<file path="src/rtl/tpg_zero_look.sv">
// Flags when the next SPAN bits due at the output are all zero.
module tpg_zero_look #(
    parameter int W    = 32,
    parameter int LW   = $clog2(W),
    parameter int SPAN = 14
) (
    input  logic [W-1:0]  sr,
    input  logic [LW-1:0] head_idx,
    output logic          run_zero
);
    logic [SPAN-1:0] slot_clear;

    for (genvar k = 0; k < SPAN; k++) begin : g_slot
        logic [LW-1:0] pos;
        assign pos           = head_idx - LW'(k);
        assign slot_clear[k] = (LW'(k) > head_idx) | ~sr[pos];
    end

    assign run_zero = &slot_clear;
endmodule

</file>
<file path="config.mk">
export PLATFORM = sky130hd
export DESIGN_NAME = tpg_zero_look
export DESIGN_NICKNAME = d
export VERILOG_FILES = /design/src/rtl/tpg_zero_look.sv
export SDC_FILE = /design/constraint.sdc
export NUM_CORES = 1
export LEC_CHECK = 0
export ABC_AREA = 1
export CORE_MARGIN = 4
export CORE_UTILIZATION = 40
export DETAILED_ROUTE_END_ITERATION = 16
export DONT_BUFFER_PORTS = 1
export PLACE_DENSITY = 0.51
export SLEW_MARGIN = 30
export SYNTH_ARGS = -nofsm -noshare
export SYNTH_HDL_FRONTEND = slang
export SYNTH_SLANG_ARGS = --single-unit
</file>
<file path="constraint.sdc">
create_clock -name vclk -period 3.8
set_input_delay 0.19 -clock vclk [all_inputs]
set_output_delay 0.19 -clock vclk [all_outputs]
set_load 0.005 [all_outputs]
</file>
==> results of run 1 <==
[cell usage after synthesis]
cell / number / area (µm²)
xor2_2: 6 / 97.6
clkbuf_1: 2 / 7.51
inv_2: 8 / 30.0
nand2_4: 1 / 11.3
inv_1: 13 / 48.8
a21oi_4: 1 / 16.3
o21ai_1: 1 / 5.00
xor2_1: 12 / 105
nand2_1: 139 / 522
nor2_1: 5 / 18.8
o21ai_0: 9 / 45.0
buf_6: 6 / 67.6
nand3_1: 178 / 891
nand3b_1: 7 / 52.6
xnor2_2: 1 / 16.3
ha_1: 16 / 200
nand2_2: 7 / 43.8
buf_4: 5 / 37.5
nand4_1: 1 / 6.26
xnor2_1: 2 / 17.5
a21oi_1: 10 / 50.1
nand3_2: 6 / 60.1
inv_4: 2 / 12.5
buf_2: 6 / 30.0
xor2_4: 1 / 27.5
[routing by layer]
layer	wire, µm	GRT usage [%]
met5	0	0
met3	597	2.69
met2	4130	39.3
met4	201	5.32
met1	3920	32.5
[per-stage QoR]
step                      std cells  util, %  hold slack [ps]
after global routing            501     40.3              838
after detailed placement        501     40.3              775
after global placement          501     40.3              770
after floorplan                 445        -              845
after CTS                       501     40.3              778
final                           501     40.3              773
[how the worst min path moves through the flow]
stage,depth (start not counted),startpoint,to
after detailed placement,7,head_idx[0],run_zero
final,7,head_idx[0],run_zero
after global placement,7,head_idx[4],run_zero
after CTS,7,head_idx[4],run_zero
after global routing,7,head_idx[0],run_zero
after floorplan,8,head_idx[3],run_zero
[power by group through the flow]
stage | Combinational [W] | Clock (W) | Sequential (W)
after detailed placement | 0.000393 | 0 | 0
final | 0.000398 | 0 | 0
after global placement | 0.000393 | 0 | 0
after global routing | 0.000448 | 0 | 0
after floorplan | 0.000331 | 0 | 0
after CTS | 0.000394 | 0 | 0
[worst max-delay path, stage by stage]
cell and delay [ps]:
inv_2 380, ha_1 530, inv_2 330, nand3_1 180, nand3_1 160, nand3_1 90, nand2_1 90, nand2_1 50
nand3_1 90, nand2_1 50, nor2_1 90, nand2_1 60, nor2_1 150
[final cells by class]
class                      count  area (µm²)
fill                         697        3510
multi-input combinational    403        2190
tap                           75        93.8
inverter                      23        91.3
[logic make-up after synthesis]
group	synth area share, %
buf+inv	9.67
compound gates	4.81
xor+xnor	10.9
fa+ha+maj	8.27
simple gates	66.3
==> impl_metrics.yaml, run 1 <==
run_status:
  status: "completed"
placement:
  pre_cts_slack_ps: 1170
  routabilityCongestion: 0.939
  place_area_um2: 2370
  dp_hpwl_um: 7330
  port_buffers: 0
die:
  die_area_um2: 7360
  row_count: 28
  start_util_pct: 41.1
  ioPinCount: 38
  die_y_um: 85.8
  fp.dieW_um: 85.8
  coreArea_um2: 5890
clocking:
  cts_setup_buffers: 0
  cts-hold-fix-buffers: 0
  cts_resized: 0
yosys:
  synthCells: 445
  synth-warning-count: 0
  ys_types: 25
  synth_fp_nets: 498
  synth.cell_area_um2: 2420
  postSynthAreaPerCell_um2: 5.44
  synth_seq_area_share_pct: 0
min_path:
  min_path_type: "in2out"
final_layout:
  drive_above_1_share_pct: 7.75
  fin_nets: 481
  final_common_cell: "nand3_1"
  fin_area_um2: 2370
  area_growth_pct: -2.02
  antenna-diode-count: 0
  mostFrequentLayoutCells: "178 x nand3_1, 139 x nand2_1, 16 x ha_1"
  clockBufferCount: 0
  register_area_um2: 0
  design.seq.count: 0
route:
  drt-initial-drc-count: 328
  drc_errors: 0
  vias: 2987
  via_per_inst: 5.96
  wl_per_cell_um: 17.7
  drt-total-wl_um: 8850
  ant_nets: 0
  first_pass_iters: 5
power_and_ir_drop:
  p_leak_nw: 1.15
  powerDensity_nw_per_um2: 168
  power_w: 0.000398
  clkPwrFrac_pct: 0
  p_int_w: 0.000137
  seq_power_share_pct: 0
  p_switching_w: 0.000262
  pwr-share-comb_pct: 100.0
  p_sw_share_pct: 65.7
  ir_worst_vdd_v: 0.0000577
sta:
  tightest_slew_ps: 543
  finalMaxSlewViolations: 0
  hold_viol_final: 0
  slew_headroom_pct: 63.8
  fin_crit_ps: 2640
  min_period_over_period_pct: 69.6
  rsz0062_at_grt: "false"
  tns_ps: 0
  fmax_mhz: 378
  setup_viol: 0
  layout_setup_ws_ps: 1160
global_route:
  grt_antenna_before_repair: 0
  grt_max_degree: 40
  grt_pass1_vias: 2776
  grt.total_usage_pct: 23.6
  grt_overflow_total: 0
  grt_pass1_wl_um: 14000
setup_path:
  required_ps: 3610
  path_class: "in2out"
  critPathLaunchType: "primary input"
  cp_max_fo: 39
  crit_end: "run_zero"
  crit_start: "head_idx[0]"
  crit_path_end_kind: "output pin"
  critPathArrivalTime_ps: 2450
flow_run:
  maxCapViolations: 0
No activity file was read; power rests on OpenSTA's default activity.
==> run 2: changes to the inputs <==
==> constraint.sdc (replaced) <==
create_clock -name vclk -period 2.61
set_input_delay 0.1305 -clock vclk [all_inputs]
set_output_delay 0.1305 -clock vclk [all_outputs]
set_load 0.005 [all_outputs]
==> run 2 against run 1 <==
Compared with the run above:
- non-clock buffer count increased by 3
- worst setup slack got worse by 600 ps
- cell count up 0.60%
- power grew 47%
- clock-buffer cell count did not move
- worst hold slack got worse by 130 ps
- global-route usage hardly changed
- die area stayed put
- first-iteration DRC count increased by 16%
- core utilization up 0.38 points
- combinational power rose by 47%
- largest power group unchanged
==> impl_metrics.yaml, run 2 (same netlist as run 1, synthesis figures left out) <==
global_route:
  grt_pass1_vias: 2615
  grt_antenna_before_repair: 0
  grt_pass1_wl_um: 14000
  grt_use_met2_pct: 39.3
  gr-max-usage-layer: "met2"
  grt.total_usage_pct: 23.6
  met3_usage_pct: 1.44
  grt_max_degree: 40
  use_met1_pct: 33.7
  grt_overflow_total: 0
sta:
  min_period_over_period_pct: 78.8
  fmax_mhz: 486
  tns_ps: 0
  fin_crit_ps: 2060
  tightest_slew_ps: 461
  setup_viol: 0
  finalMaxSlewViolations: 0
  slew_headroom_pct: 69.1
  hold_viol_final: 0
  rsz0062_at_grt: "false"
final_layout:
  antenna-diode-count: 0
  mostFrequentLayoutCells: "178 x nand3_1, 139 x nand2_1, 16 x ha_1"
  design.seq.count: 0
  fin_area_um2: 2390
  final_common_cell: "nand3_1"
  clockBufferCount: 0
  fin_nets: 484
  area_growth_pct: -1.09
  drive_above_1_share_pct: 8.39
  multiInputGateArea_um2: 2190
  fillers: 684
  register_area_um2: 0
power_and_ir_drop:
  p_sw_share_pct: 65.3
  p_switching_w: 0.000382
  clkPwrFrac_pct: 0
  powerDensity_nw_per_um2: 244
  seq_power_share_pct: 0
  p_leak_nw: 1.17
  ir_worst_vdd_v: 0.0000814
  pwr-share-comb_pct: 100.0
  p_int_w: 0.000203
route:
  drc_errors: 0
  ant_nets: 0
  wl_per_cell_um: 17.8
  drt-initial-drc-count: 380
  drt-total-wl_um: 8990
  vias: 2995
  via_per_inst: 5.94
  first_pass_iters: 6
clocking:
  cts-hold-fix-buffers: 0
  cts_setup_buffers: 0
  cts_resized: 0
die:
  die_y_um: 85.8
  die_area_um2: 7360
  fp.dieW_um: 85.8
  ioPinCount: 38
  start_util_pct: 41.1
  row_count: 28
  coreArea_um2: 5890
setup_path:
  path_class: "in2out"
  cp_max_fo: 23
  critPathLaunchType: "primary input"
  required_ps: 2480
  critPathArrivalTime_ps: 1930
  crit_path_end_kind: "output pin"
flow_run:
  maxCapViolations: 0
min_path:
  min_path_type: "in2out"
placement:
  port_buffers: 0
  dp_hpwl_um: 7380
  place_area_um2: 2390
  routabilityCongestion: 0.941
run_status:
  status: "completed"
-- run 2: final cells by class --
type                            instances  share of cell area (%)
Tap cell                               75                    3.92
Timing Repair Buffer                    3                   0.941
Inverter                               23                    3.82
Multi-Input combinational cell        403                    91.3
-- run 2: final timing paths --
| path | start | to | slack (ps) | cells past startpoint |
|---|---|---|---|---|
| max | head_idx[1] | run_zero | 550 | 13 |
| min | head_idx[0] | run_zero | 640 | 7 |
-- run 2: metrics by stage --
| step | util [%] | hold slack (ps) | total power (W) | setup WS [ps] | instances |
|---|---|---|---|---|---|
| after CTS | 40.7 | 643 | 0.000578 | 549 | 504 |
| after detailed placement | 40.7 | 644 | 0.000576 | 552 | 504 |
| after global routing | 40.7 | 674 | 0.000650 | 324 | 504 |
| after global placement | 40.7 | 638 | 0.000575 | 548 | 504 |
| after floorplan | - | 726 | 0.000482 | 528 | 445 |
| final | 40.7 | 640 | 0.000585 | 552 | 504 |
-- run 2: layer usage --
layer / share of wire (%) / wire [µm] / vias up
met5: 0 / 0 / -
met4: 2.1 / 190 / 0
met3: 6.5 / 584 / 16
met2: 47 / 4200 / 125
met1: 45 / 4010 / 1372
li1: - / - / 1482
-- run 2: worst max-delay path: stages --
cell     delay [ps]
inv_4           170
ha_1            300
inv_2           230
nand3_1         160
nand3_1         110
nand2_1         100
a21oi_1         140
nand2_1          70
nand3_1          60
nand2_1          60
nor2_1          130
nand2_1          60
nor2_1          180
-- run 2: power groups by stage --
stage / combinational [W] / clock (W) / sequential (W)
floorplan: 0.000482 / 0 / 0
global placement: 0.000575 / 0 / 0
detailed placement: 0.000576 / 0 / 0
CTS: 0.000578 / 0 / 0
global route: 0.000650 / 0 / 0
finish: 0.000585 / 0 / 0
==> run 3: changes to the inputs <==
--- a/config.mk
+++ b/config.mk
@@ -10,7 +10,7 @@
 export CORE_UTILIZATION = 40
 export DETAILED_ROUTE_END_ITERATION = 16
 export DONT_BUFFER_PORTS = 1
-export PLACE_DENSITY = 0.51
+export PLACE_DENSITY = 0.53
 export SLEW_MARGIN = 30
 export SYNTH_ARGS = -nofsm -noshare
 export SYNTH_HDL_FRONTEND = slang
==> constraint.sdc (replaced) <==
create_clock -name vclk -period 1.7
set_input_delay 0.085 -clock vclk [all_inputs]
set_output_delay 0.085 -clock vclk [all_outputs]
set_load 0.005 [all_outputs]
==> run 3 against run 2 <==
Compared with the run above:
- global-route usage decreased by 0.18 points
- combinational power rose by 83%
- worst setup slack worse by 470 ps
- largest power group unchanged
- highest routed layer unchanged
- critical path type unchanged
- final area grew 20%
- worst hold slack worse by 110 ps
- critical path depth unchanged
- sequential share of layout area unchanged
- cell count increased by 2.4%
- first-iteration DRC count shrank 30%
- non-clock buffer count increased by 12
==> impl_metrics.yaml, run 3 (same netlist as run 1, synthesis figures left out) <==
run_status:
  status: "completed"
die:
  row_count: 28
  fp.dieW_um: 85.8
  die_area_um2: 7360
  start_util_pct: 41.1
  die_y_um: 85.8
  ioPinCount: 38
  coreArea_um2: 5890
min_path:
  min_to: "run_zero"
  hp-start: "head_idx[2]"
  min_path_type: "in2out"
  hold_path_depth: 7
final_layout:
  clockBufferCount: 0
  area_growth_pct: 18.4
  register_area_um2: 0
  fillers: 634
  antenna-diode-count: 0
  multiInputGateArea_um2: 2490
  final_common_cell: "nand3_1"
  design.seq.count: 0
  fin_area_um2: 2870
  mostFrequentLayoutCells: "145 x nand3_1, 135 x nand2_1, 37 x nand3_2"
  drive_above_1_share_pct: 22.0
  fin_nets: 496
global_route:
  grt_antenna_before_repair: 0
  grt_max_degree: 40
  grt_pass1_wl_um: 14000
  grt_overflow_total: 0
  grt_pass1_vias: 2713
  grt.total_usage_pct: 23.4
sta:
  fin_crit_ps: 1620
  hold_viol_final: 0
  finalMaxSlewViolations: 0
  slew_headroom_pct: 75.2
  tightest_slew_ps: 368
  setup_viol: 0
  fmax_mhz: 618
  min_period_over_period_pct: 95.2
  rsz0062_at_grt: "true"
route:
  drt-total-wl_um: 9040
  first_pass_iters: 5
  via_per_inst: 5.92
  vias: 3053
  ant_nets: 0
  wl_per_cell_um: 17.5
  drt-initial-drc-count: 266
  drc_errors: 0
power_and_ir_drop:
  powerDensity_nw_per_um2: 373
  p_leak_nw: 1.33
  ir_worst_vdd_v: 0.000123
  power_w: 0.00107
placement:
  dp_hpwl_um: 7280
  port_buffers: 0
  routabilityCongestion: 1.02
  place_area_um2: 2500
setup_path:
  crit_path_end_kind: "output pin"
  required_ps: 1620
  path_class: "in2out"
  critPathBufInv: 2
  cp_common_cell: "nand2_1"
  slowest_stage: "ha_4"
  cp_max_fo: 23
  crit_path_cell_trace: "inv_12 > ha_4 > buf_6 > nand3_4 > nand3_2 > nand2_2 > a21oi_2 > nand2_1 > nand3_1 > nand2_1 > nor2_1 > nand2_1 > nor2_2"
  critPathLaunchType: "primary input"
  cp_top_family: "simple AND/OR/NAND/NOR gates"
  critPathArrivalTime_ps: 1530
  slowest_delay_ps: 370
flow_run:
  maxCapViolations: 0
## run 3: how the worst max path moves through the flow
stage	from	to	slack [ps]	cells after the start
CTS	head_idx[2]	run_zero	30	12
global route	head_idx[1]	run_zero	-40	13
global placement	head_idx[2]	run_zero	-80	11
finish	head_idx[1]	run_zero	80	13
floorplan	head_idx[1]	run_zero	-30	17
detailed placement	head_idx[2]	run_zero	-40	11
## run 3: layout make-up
type | instances | share of cell area, %
multi-input cells | 403 | 86.9
repair buffers | 15 | 5.46
inverters | 23 | 4.32
well taps | 75 | 3.28
## run 3: per-stage QoR
stage	hold slack [ps]	instances	utilization, %	setup TNS (ps)	worst slack (ps)
detailed placement	550	511	42.5	-35.6	-35.6
floorplan	631	445	-	-27.3	-27.3
global route	581	516	48.7	-35.7	-35.7
global placement	555	511	42.5	-79.4	-79.4
finish	535	516	48.7	0	81.8
CTS	556	511	42.7	0	25.1
## run 3: timing repair
action | 4_1_cts | 5_1_grt
resized for setup | 2 | 64
setup endpoints to repair | 1 | 1
buffers inserted | 0 | 5
pin swaps | 0 | 24
hold buffers | 0 | 0
## run 3: worst min-delay path: stages
cell	delay [ps]
inv_4	40
nand2_1	50
nand2_1	40
nand2_1	60
nor2_2	50
nand2_1	70
nor2_2	40
## run 3: layer usage
layer  up-vias  share of wire [%]  global-route usage (%)
li1       1507                  -                       -
met1      1388                 45                    33.4
met2       132                 46                    38.9
met3        26                5.7                    1.34
met4         0                3.9                    5.04
met5         -                  0                       0
## run 3: report_power, final
| part | internal, W | switching (W) | total (W) |
|---|---|---|---|
| Combinational | 0.000408 | 0.000661 | 0.00107 |
| Sequential | 0 | 0 | 0 |
| Clock | 0 | 0 | 0 |
